<file path="config.mk">
export PLATFORM = sky130hd
export DESIGN_NAME = strobe_capture_buf
export DESIGN_NICKNAME = d
export VERILOG_FILES = /design/src/rtl/strobe_capture_pkg.sv /design/src/rtl/strobe_capture_ctrl.sv /design/src/rtl/strobe_capture_dp.sv /design/src/rtl/strobe_capture_buf.sv
export SDC_FILE = /design/constraint.sdc
export NUM_CORES = 1
export LEC_CHECK = 0
export BUFFER_PORTS_ARGS = -buffer_cell sky130_fd_sc_hd__clkbuf_2
export CAP_MARGIN = 20
export CELL_PAD_IN_SITES_DETAIL_PLACEMENT = 0
export CELL_PAD_IN_SITES_GLOBAL_PLACEMENT = 1
export CORE_MARGIN = 2
export CORE_UTILIZATION = 55
export CTS_CLUSTER_DIAMETER = 80
export DETAILED_ROUTE_END_ITERATION = 6
export GPL_TIMING_DRIVEN = 0
export PLACE_DENSITY = 0.85
export SYNTH_ARGS = -nofsm -noshare
export SYNTH_HDL_FRONTEND = slang
export SYNTH_SLANG_ARGS = --single-unit
</file>
<file path="constraint.sdc">
create_clock -name clk -period 5.2 [get_ports clk]
set_clock_uncertainty 0.2 [all_clocks]
set_input_delay 1.56 -clock clk [delete_from_list [all_inputs] [get_ports clk]]
set_output_delay 1.56 -clock clk [all_outputs]
set_load 0.01 [all_outputs]
</file>
<file path="src/rtl/strobe_capture_pkg.sv">
package strobe_capture_pkg;
  // Strobes from control to datapath
  typedef struct packed {
    logic wrEn;   // store dataIn at the current write slot this cycle
  } capCtl_t;
endpackage

</file>
<file path="src/rtl/strobe_capture_ctrl.sv">
module strobe_capture_ctrl
  import strobe_capture_pkg::*;
#(
  parameter int DEPTH       = 32,
  parameter int SYNC_STAGES = 2,
  localparam int IDX_W      = $clog2(DEPTH),
  localparam int CNT_W      = $clog2(DEPTH + 1)
) (
  input  logic             clk,
  input  logic             rst,
  input  logic             strobeAsync,
  output capCtl_t          ctl,
  output logic [IDX_W-1:0] wrIdx,
  output logic [CNT_W-1:0] sampleCount,
  output logic             bufFull
);
  logic [SYNC_STAGES-1:0] syncPipe;
  logic                   strobeSeen;
  logic                   strobeRise;
  logic [CNT_W-1:0]       countQ;
  logic                   fullQ;

  // Synchronizer chain followed by one edge-detect stage
  always_ff @(posedge clk) begin
    if (rst) begin
      syncPipe   <= '0;
      strobeSeen <= 1'b0;
    end else begin
      syncPipe   <= {syncPipe[SYNC_STAGES-2:0], strobeAsync};
      strobeSeen <= syncPipe[SYNC_STAGES-1];
    end
  end

  assign strobeRise = syncPipe[SYNC_STAGES-1] & ~strobeSeen;
  assign ctl.wrEn   = strobeRise & ~fullQ;

  always_ff @(posedge clk) begin
    if (rst) begin
      countQ <= '0;
      fullQ  <= 1'b0;
    end else if (ctl.wrEn) begin
      countQ <= countQ + CNT_W'(1);
      if (countQ == CNT_W'(DEPTH - 1)) fullQ <= 1'b1;
    end
  end

  assign wrIdx       = countQ[IDX_W-1:0];
  assign sampleCount = countQ;
  assign bufFull     = fullQ;
endmodule

</file>
<file path="src/rtl/strobe_capture_dp.sv">
module strobe_capture_dp
  import strobe_capture_pkg::*;
#(
  parameter int DATA_W = 8,
  parameter int DEPTH  = 32,
  localparam int IDX_W = $clog2(DEPTH)
) (
  input  logic              clk,
  input  capCtl_t           ctl,
  input  logic [IDX_W-1:0]  wrIdx,
  input  logic [DATA_W-1:0] dataIn,
  input  logic [IDX_W-1:0]  rdAddr,
  output logic [DATA_W-1:0] rdData
);
  logic [DATA_W-1:0] store [DEPTH];

  always_ff @(posedge clk) begin
    if (ctl.wrEn) store[wrIdx] <= dataIn;
  end

  assign rdData = store[rdAddr];
endmodule

</file>
<file path="src/rtl/strobe_capture_buf.sv">
module strobe_capture_buf
  import strobe_capture_pkg::*;
#(
  parameter int DATA_W      = 8,
  parameter int DEPTH       = 32,
  parameter int SYNC_STAGES = 2,
  localparam int IDX_W      = $clog2(DEPTH),
  localparam int CNT_W      = $clog2(DEPTH + 1)
) (
  input  logic              clk,
  input  logic              rst,
  input  logic              strobeAsync,
  input  logic [DATA_W-1:0] dataIn,
  input  logic [IDX_W-1:0]  rdAddr,
  output logic [DATA_W-1:0] rdData,
  output logic [CNT_W-1:0]  sampleCount,
  output logic              bufFull
);
  capCtl_t          capCtl;
  logic [IDX_W-1:0] wrIdx;

  strobe_capture_ctrl #(
    .DEPTH(DEPTH), .SYNC_STAGES(SYNC_STAGES)
  ) u_ctrl (
    .clk(clk), .rst(rst), .strobeAsync(strobeAsync),
    .ctl(capCtl), .wrIdx(wrIdx),
    .sampleCount(sampleCount), .bufFull(bufFull)
  );

  strobe_capture_dp #(
    .DATA_W(DATA_W), .DEPTH(DEPTH)
  ) u_dp (
    .clk(clk), .ctl(capCtl), .wrIdx(wrIdx),
    .dataIn(dataIn), .rdAddr(rdAddr), .rdData(rdData)
  );
endmodule

</file>
* Word level (Yosys, flattened, before mapping)
Memory sizes are Yosys's and may differ from the RTL's. Index checks and enable logic that the tools add are counted.
Storage, ports and cells: flip-flop bits (word level) 10, bits in writable memories 256, input bits 16, output and inout port bits 15, word-level logic and storage cells 14, memories kept 1
Operators by class: add/subtract/negate cells 1, equality and inequality tests 1, mux-type cells 2, bitwise logic cells 4, reduce and logical (&&, ||, !) cells 1
Memories:
- u_dp.store | depth 32, bits a word 8, rd ports 1, clocked after memory_dff 0, write ports 1, RTL line strobe_capture_dp.sv:15 | logic [DATA_W-1:0] store [DEPTH];
Operator list (number):
- adder 6 x 1 -> 6 bit, second input constant | 1
- equality test 6 x 5 -> 1 bit, second input constant | 1
- bitwise AND 1 bit | 2
- two-way mux 1 bit | 2
- NOT 1 bit | 2
- AND reduction 2 bit | 1

* Longest topological paths before layout
depth after elaboration 5, depth in mapped cells 5, mapped depth without buffers 4

* Cells and area by module
Synthesis repeated with hierarchy kept, for this count alone.
Unflattened totals: cells, all modules 453, area total of the unflattened synthesis 10352.4 µm²
Modules (own cells, without submodules):
- strobe_capture_dp | instances 1, cells each 409, area an instance 9893.2 µm², seq. area each 7687.4 µm²
- strobe_capture_ctrl | instances 1, cells each 44, area an instance 459.2 µm², seq. area each 200.2 µm²

* Least setup slack after synthesis
No wires, ideal clock.
path kind input port to output port, start input port rdAddr[2], end output port rdData[0], arrival 3.282 ns, required time 3.440 ns, path slack 0.158 ns, stages 5, path buffers 2, cells stage by stage clkbuf_1 -> buf_1 -> mux4_2 -> mux4_2 -> mux2_2
Between the ends: word-level cells in the longest chain between the ends 1
Ends and longest elaborated chain:
- from (decl) | RTL line strobe_capture_buf.sv:14 | input logic [IDX_W-1:0] rdAddr,
- memory read (32 x 8 bit)
- to (decl) | RTL line strobe_capture_buf.sv:15 | output logic [DATA_W-1:0] rdData,
No other way between the ends.

* Worst setup path after layout
start input port rdAddr[2], end output port rdData[7]
Same word-level chain as after synthesis.

==> metrics.md <==
| Metric | Value |
|---|---|
| Worst path slowest cell | mux4_2 |
| Slew @ Worst Pin | approximately 0.95 ns |
| Fin util | 0.644 |
| Worst hold path class | register to register |
| CTS tree | done |
| Sequential Area | 7890 um^2 |
| Worst path buffer plus inverter count | 3 |
| WL/cell | 27.1 um |
| Cell Rows | 50 |
| Setup crit end kind | output port |
| Worst-path maximum fanout | 10 |
| Number of buffers created by CTS | 26 |
| Antenna cells | 0 |
| Seq/Total Area, Yosys | 0.766 |
| Syn Inst Count | 455 |
| Hpwl dp | 12,700 um |
| Final min period | 5.13 ns |
| Max Cap Viol | 0 |
| Largest net degree at the start of global routing | 33 |
| Post-CTS Hold Buffers | 0 |
| DR iter-0 viols | 552 |
| Area share of the largest cell type after synthesis | 0.746 |
| Vias in the first global route | a little under 5,000 |
| Area Overhead vs Synth | 15.7% |
| CP cell instances | clkbuf_4 > buf_4 > mux4_2 > mux4_2 > mux2_2 > clkbuf_2 |
| Main area contributors after synthesis | edfxtp_1, mux4_2, dfxtp_1 |
| Port Buffers | 24 |
| Outcome | complete, no violations |
| Synthesized area per cell | 22.6 um^2 |
| Multi-input gate area | approximately 2300 um^2 |
| Rel. slew slack | 0.366 |
| Nets | 537 |
| Global-route wire length before repair | 30,800 um |
| Most common cell in the netlist | edfxtp_1 |
| CTS clock-pin slew for the worst setup and hold paths | 0.05 ns |
| Grt ovf | 0 |
| Initial Util | 0.556 |
| Min-Delay Startpoint | u_ctrl.syncPipe[0] |
| Data arrival time of the worst path | 3.37 ns |
| Die Wd | approximately 140 um |
| PwrDens | 379 nW/um^2 |
| Initial antenna violation count | 0 |
| Synth Warn # | 0 |
| Most area-hungry cell type in the Yosys netlist | edfxtp_1 |
| Mapped cell area | 10,300 um^2 |
| Routability Congestion | 0.800 |
| DR DRC count | 0 |
| Die Area | slightly below 20,000 um^2 |
| Fin. Hold Viols | 0 |
| Total power | 0.00452 W |
| FF-to-FF Start | u_ctrl.syncPipe[1] |
| Die Span Y | 141 um |
| CTS sink cnt | between 200 and 300 |
| Core Region | 18,500 um^2 |
| Post-synth cell types | 26 |
| Placed Area | around 11,000 um^2 |
| Fillers | 1,184 |
| Startpoint types | input port |
| Htree depth | 1 |
| Worst hold margin | between 0.2 and 0.25 ns |
| Drt pass-1 iters | 5 |
| Unrepaired setup endpoints after global routing | no |
| Mapped Nets | 475 |
| Setup crit start | rdAddr[2] |
| Leakage | 3.78 nW |
| Routed WL | 20,800 um |
| Post-synth EDFFs | 256 |
| CTS root buffer | clkbuf_16 |
| Crit share post-route | 0.987 |
| Prevailing post-synth register cell | edfxtp_1 |
| Num ports | 31 |
| Setup Viol. Count Final | 0 |
| Final Max Tran Viols | 0 |
| CP required | approximately 3.4 ns |
| Crit-path leading delay family | multiplexers |
| Post-route ant nets | 0 |
| Fin area | 11,900 um^2 |
| Post-synth ARST share | 0 |
| CTS max path bufs | 3 |
| Total track usage | 0.213 |
| Via density | 6.26 |
| Max incr delay on CP | 0.55 ns |
| Peak VDD IR | 0.299 mV |
| Crit path kind | input port to output port |
| CP dominant cell by count | mux4_2 |
| Share of cells above drive strength 1 | 0.331 |
| Via count | 4,812 |
| Fmax | between 150 and 200 MHz |
| Post-synthesis register bit count | 266 |
| Setup TNS | 0 ns |
| Most instantiated cells after synthesis | edfxtp_1, mux4_2, nor2_1 |
| Worst-Skew Late Latency | 0.52 ns |
==> flip-flops by register name (all words and copies together), names as in the netlist <==
name and count:
u_ctrl.bufFull 1, u_ctrl.sampleCount 6, u_dp.store 256, u_ctrl.strobeSeen 1
u_ctrl.syncPipe 2
==> path summary, 6_finish.rpt <==
| check | to | slack [ns] | depth (start not counted) |
|---|---|---|---|
| worst max-delay path | rdData[7] | 0.07 | 6 |
| worst min register to register | u_ctrl.syncPipe[1] | 0.25 | 1 |
| worst min-delay path | u_ctrl.syncPipe[1] | 0.25 | 1 |
| worst max register to register | u_dp.store[26][4] | 2.51 | 3 |
==> placed cells by master (no fill, tap or decap), types with 2 or more instances in the layout <==
master | synthesis | layout
bufinv_16 | 0 | 5
mux4_2 | 80 | 80
mux2_2 | 8 | 8
clkbuf_1 | 7 | 9
nor2b_1 | 3 | 3
clkinv_1 | 0 | 3
nand3_1 | 3 | 3
buf_16 | 0 | 2
buf_1 | 7 | 2
buf_12 | 0 | 6
clkbuf_16 | 0 | 31
buf_6 | 1 | 2
or3_1 | 5 | 5
clkbuf_8 | 0 | 2
buf_4 | 6 | 8
clkbuf_2 | 0 | 26
nand2_1 | 9 | 9
ha_1 | 4 | 4
a21oi_1 | 6 | 6
clkinv_2 | 0 | 3
or4_1 | 2 | 2
o31ai_1 | 2 | 2
inv_1 | 6 | 6
dfxtp_1 | 10 | 10
nor2_1 | 32 | 32
edfxtp_1 | 256 | 256
==> power breakdown <==
group / switching, W / leakage (nW) / internal [W]
logic: 0.000121 / 0.966 / 0.000108
clock network: 0.000744 / 0.434 / 0.00120
registers: 0.00000176 / 2.38 / 0.00235
total: 0.000867 / 3.78 / 0.00366
==> what timing repair did <==
action | in CTS | in global routing
cloned | 1 | 4
endpoints found under the setup margin | 8 | 7
resized for setup | 39 | 5
pin swaps | 0 | 0
setup buffers | 1 | 4
==> area by class of cell <==
class / instances / share of cell area
plain buffers: 22 / 0.0215
clock buffers: 33 / 0.0586
clock inverters: 13 / 0.0168
inverters: 6 / 0.00189
multi-input cells: 161 / 0.191
flip-flops and latches: 266 / 0.662
well taps: 234 / 0.0246
repair buffers: 34 / 0.0239
==> metal layers <==
| metal | share of wire | GRT usage | wire length (um) | vias to the layer above |
|---|---|---|---|---|
| li1 | - | - | - | 2037 |
| met1 | 0.41 | 0.323 | 8610 | 2546 |
| met2 | 0.49 | 0.337 | 10300 | 197 |
| met3 | 0.070 | 0.0289 | 1460 | 32 |
| met4 | 0.023 | 0.0542 | 469 | 0 |
| met5 | 0 | 0 | 0 | - |
==> kinds of logic (layout without fill, tap and decap cells) <==
group                      after synthesis  in the layout  share of synthesized area
muxes                                   88             88                      0.184
AOI/OAI and AO/OA                        9              9                    0.00486
buffers and inverters                   28            108                     0.0132
xor gates and xnor gates                 1              1                   0.000850
DFF                                    266            266                      0.766
and+or+nand+nor                         59             59                     0.0267
adders and majority gates                4              4                    0.00486
==> stage by stage <==
step                std cells  setup slack [ns]
detailed placement        713            -0.644
floorplan                 455             0.158
global route              769            0.0182
global placement          713            -0.655
finish                    769            0.0697
CTS                       761            0.0118
Note: power is estimated with default switching activity, not from simulation.
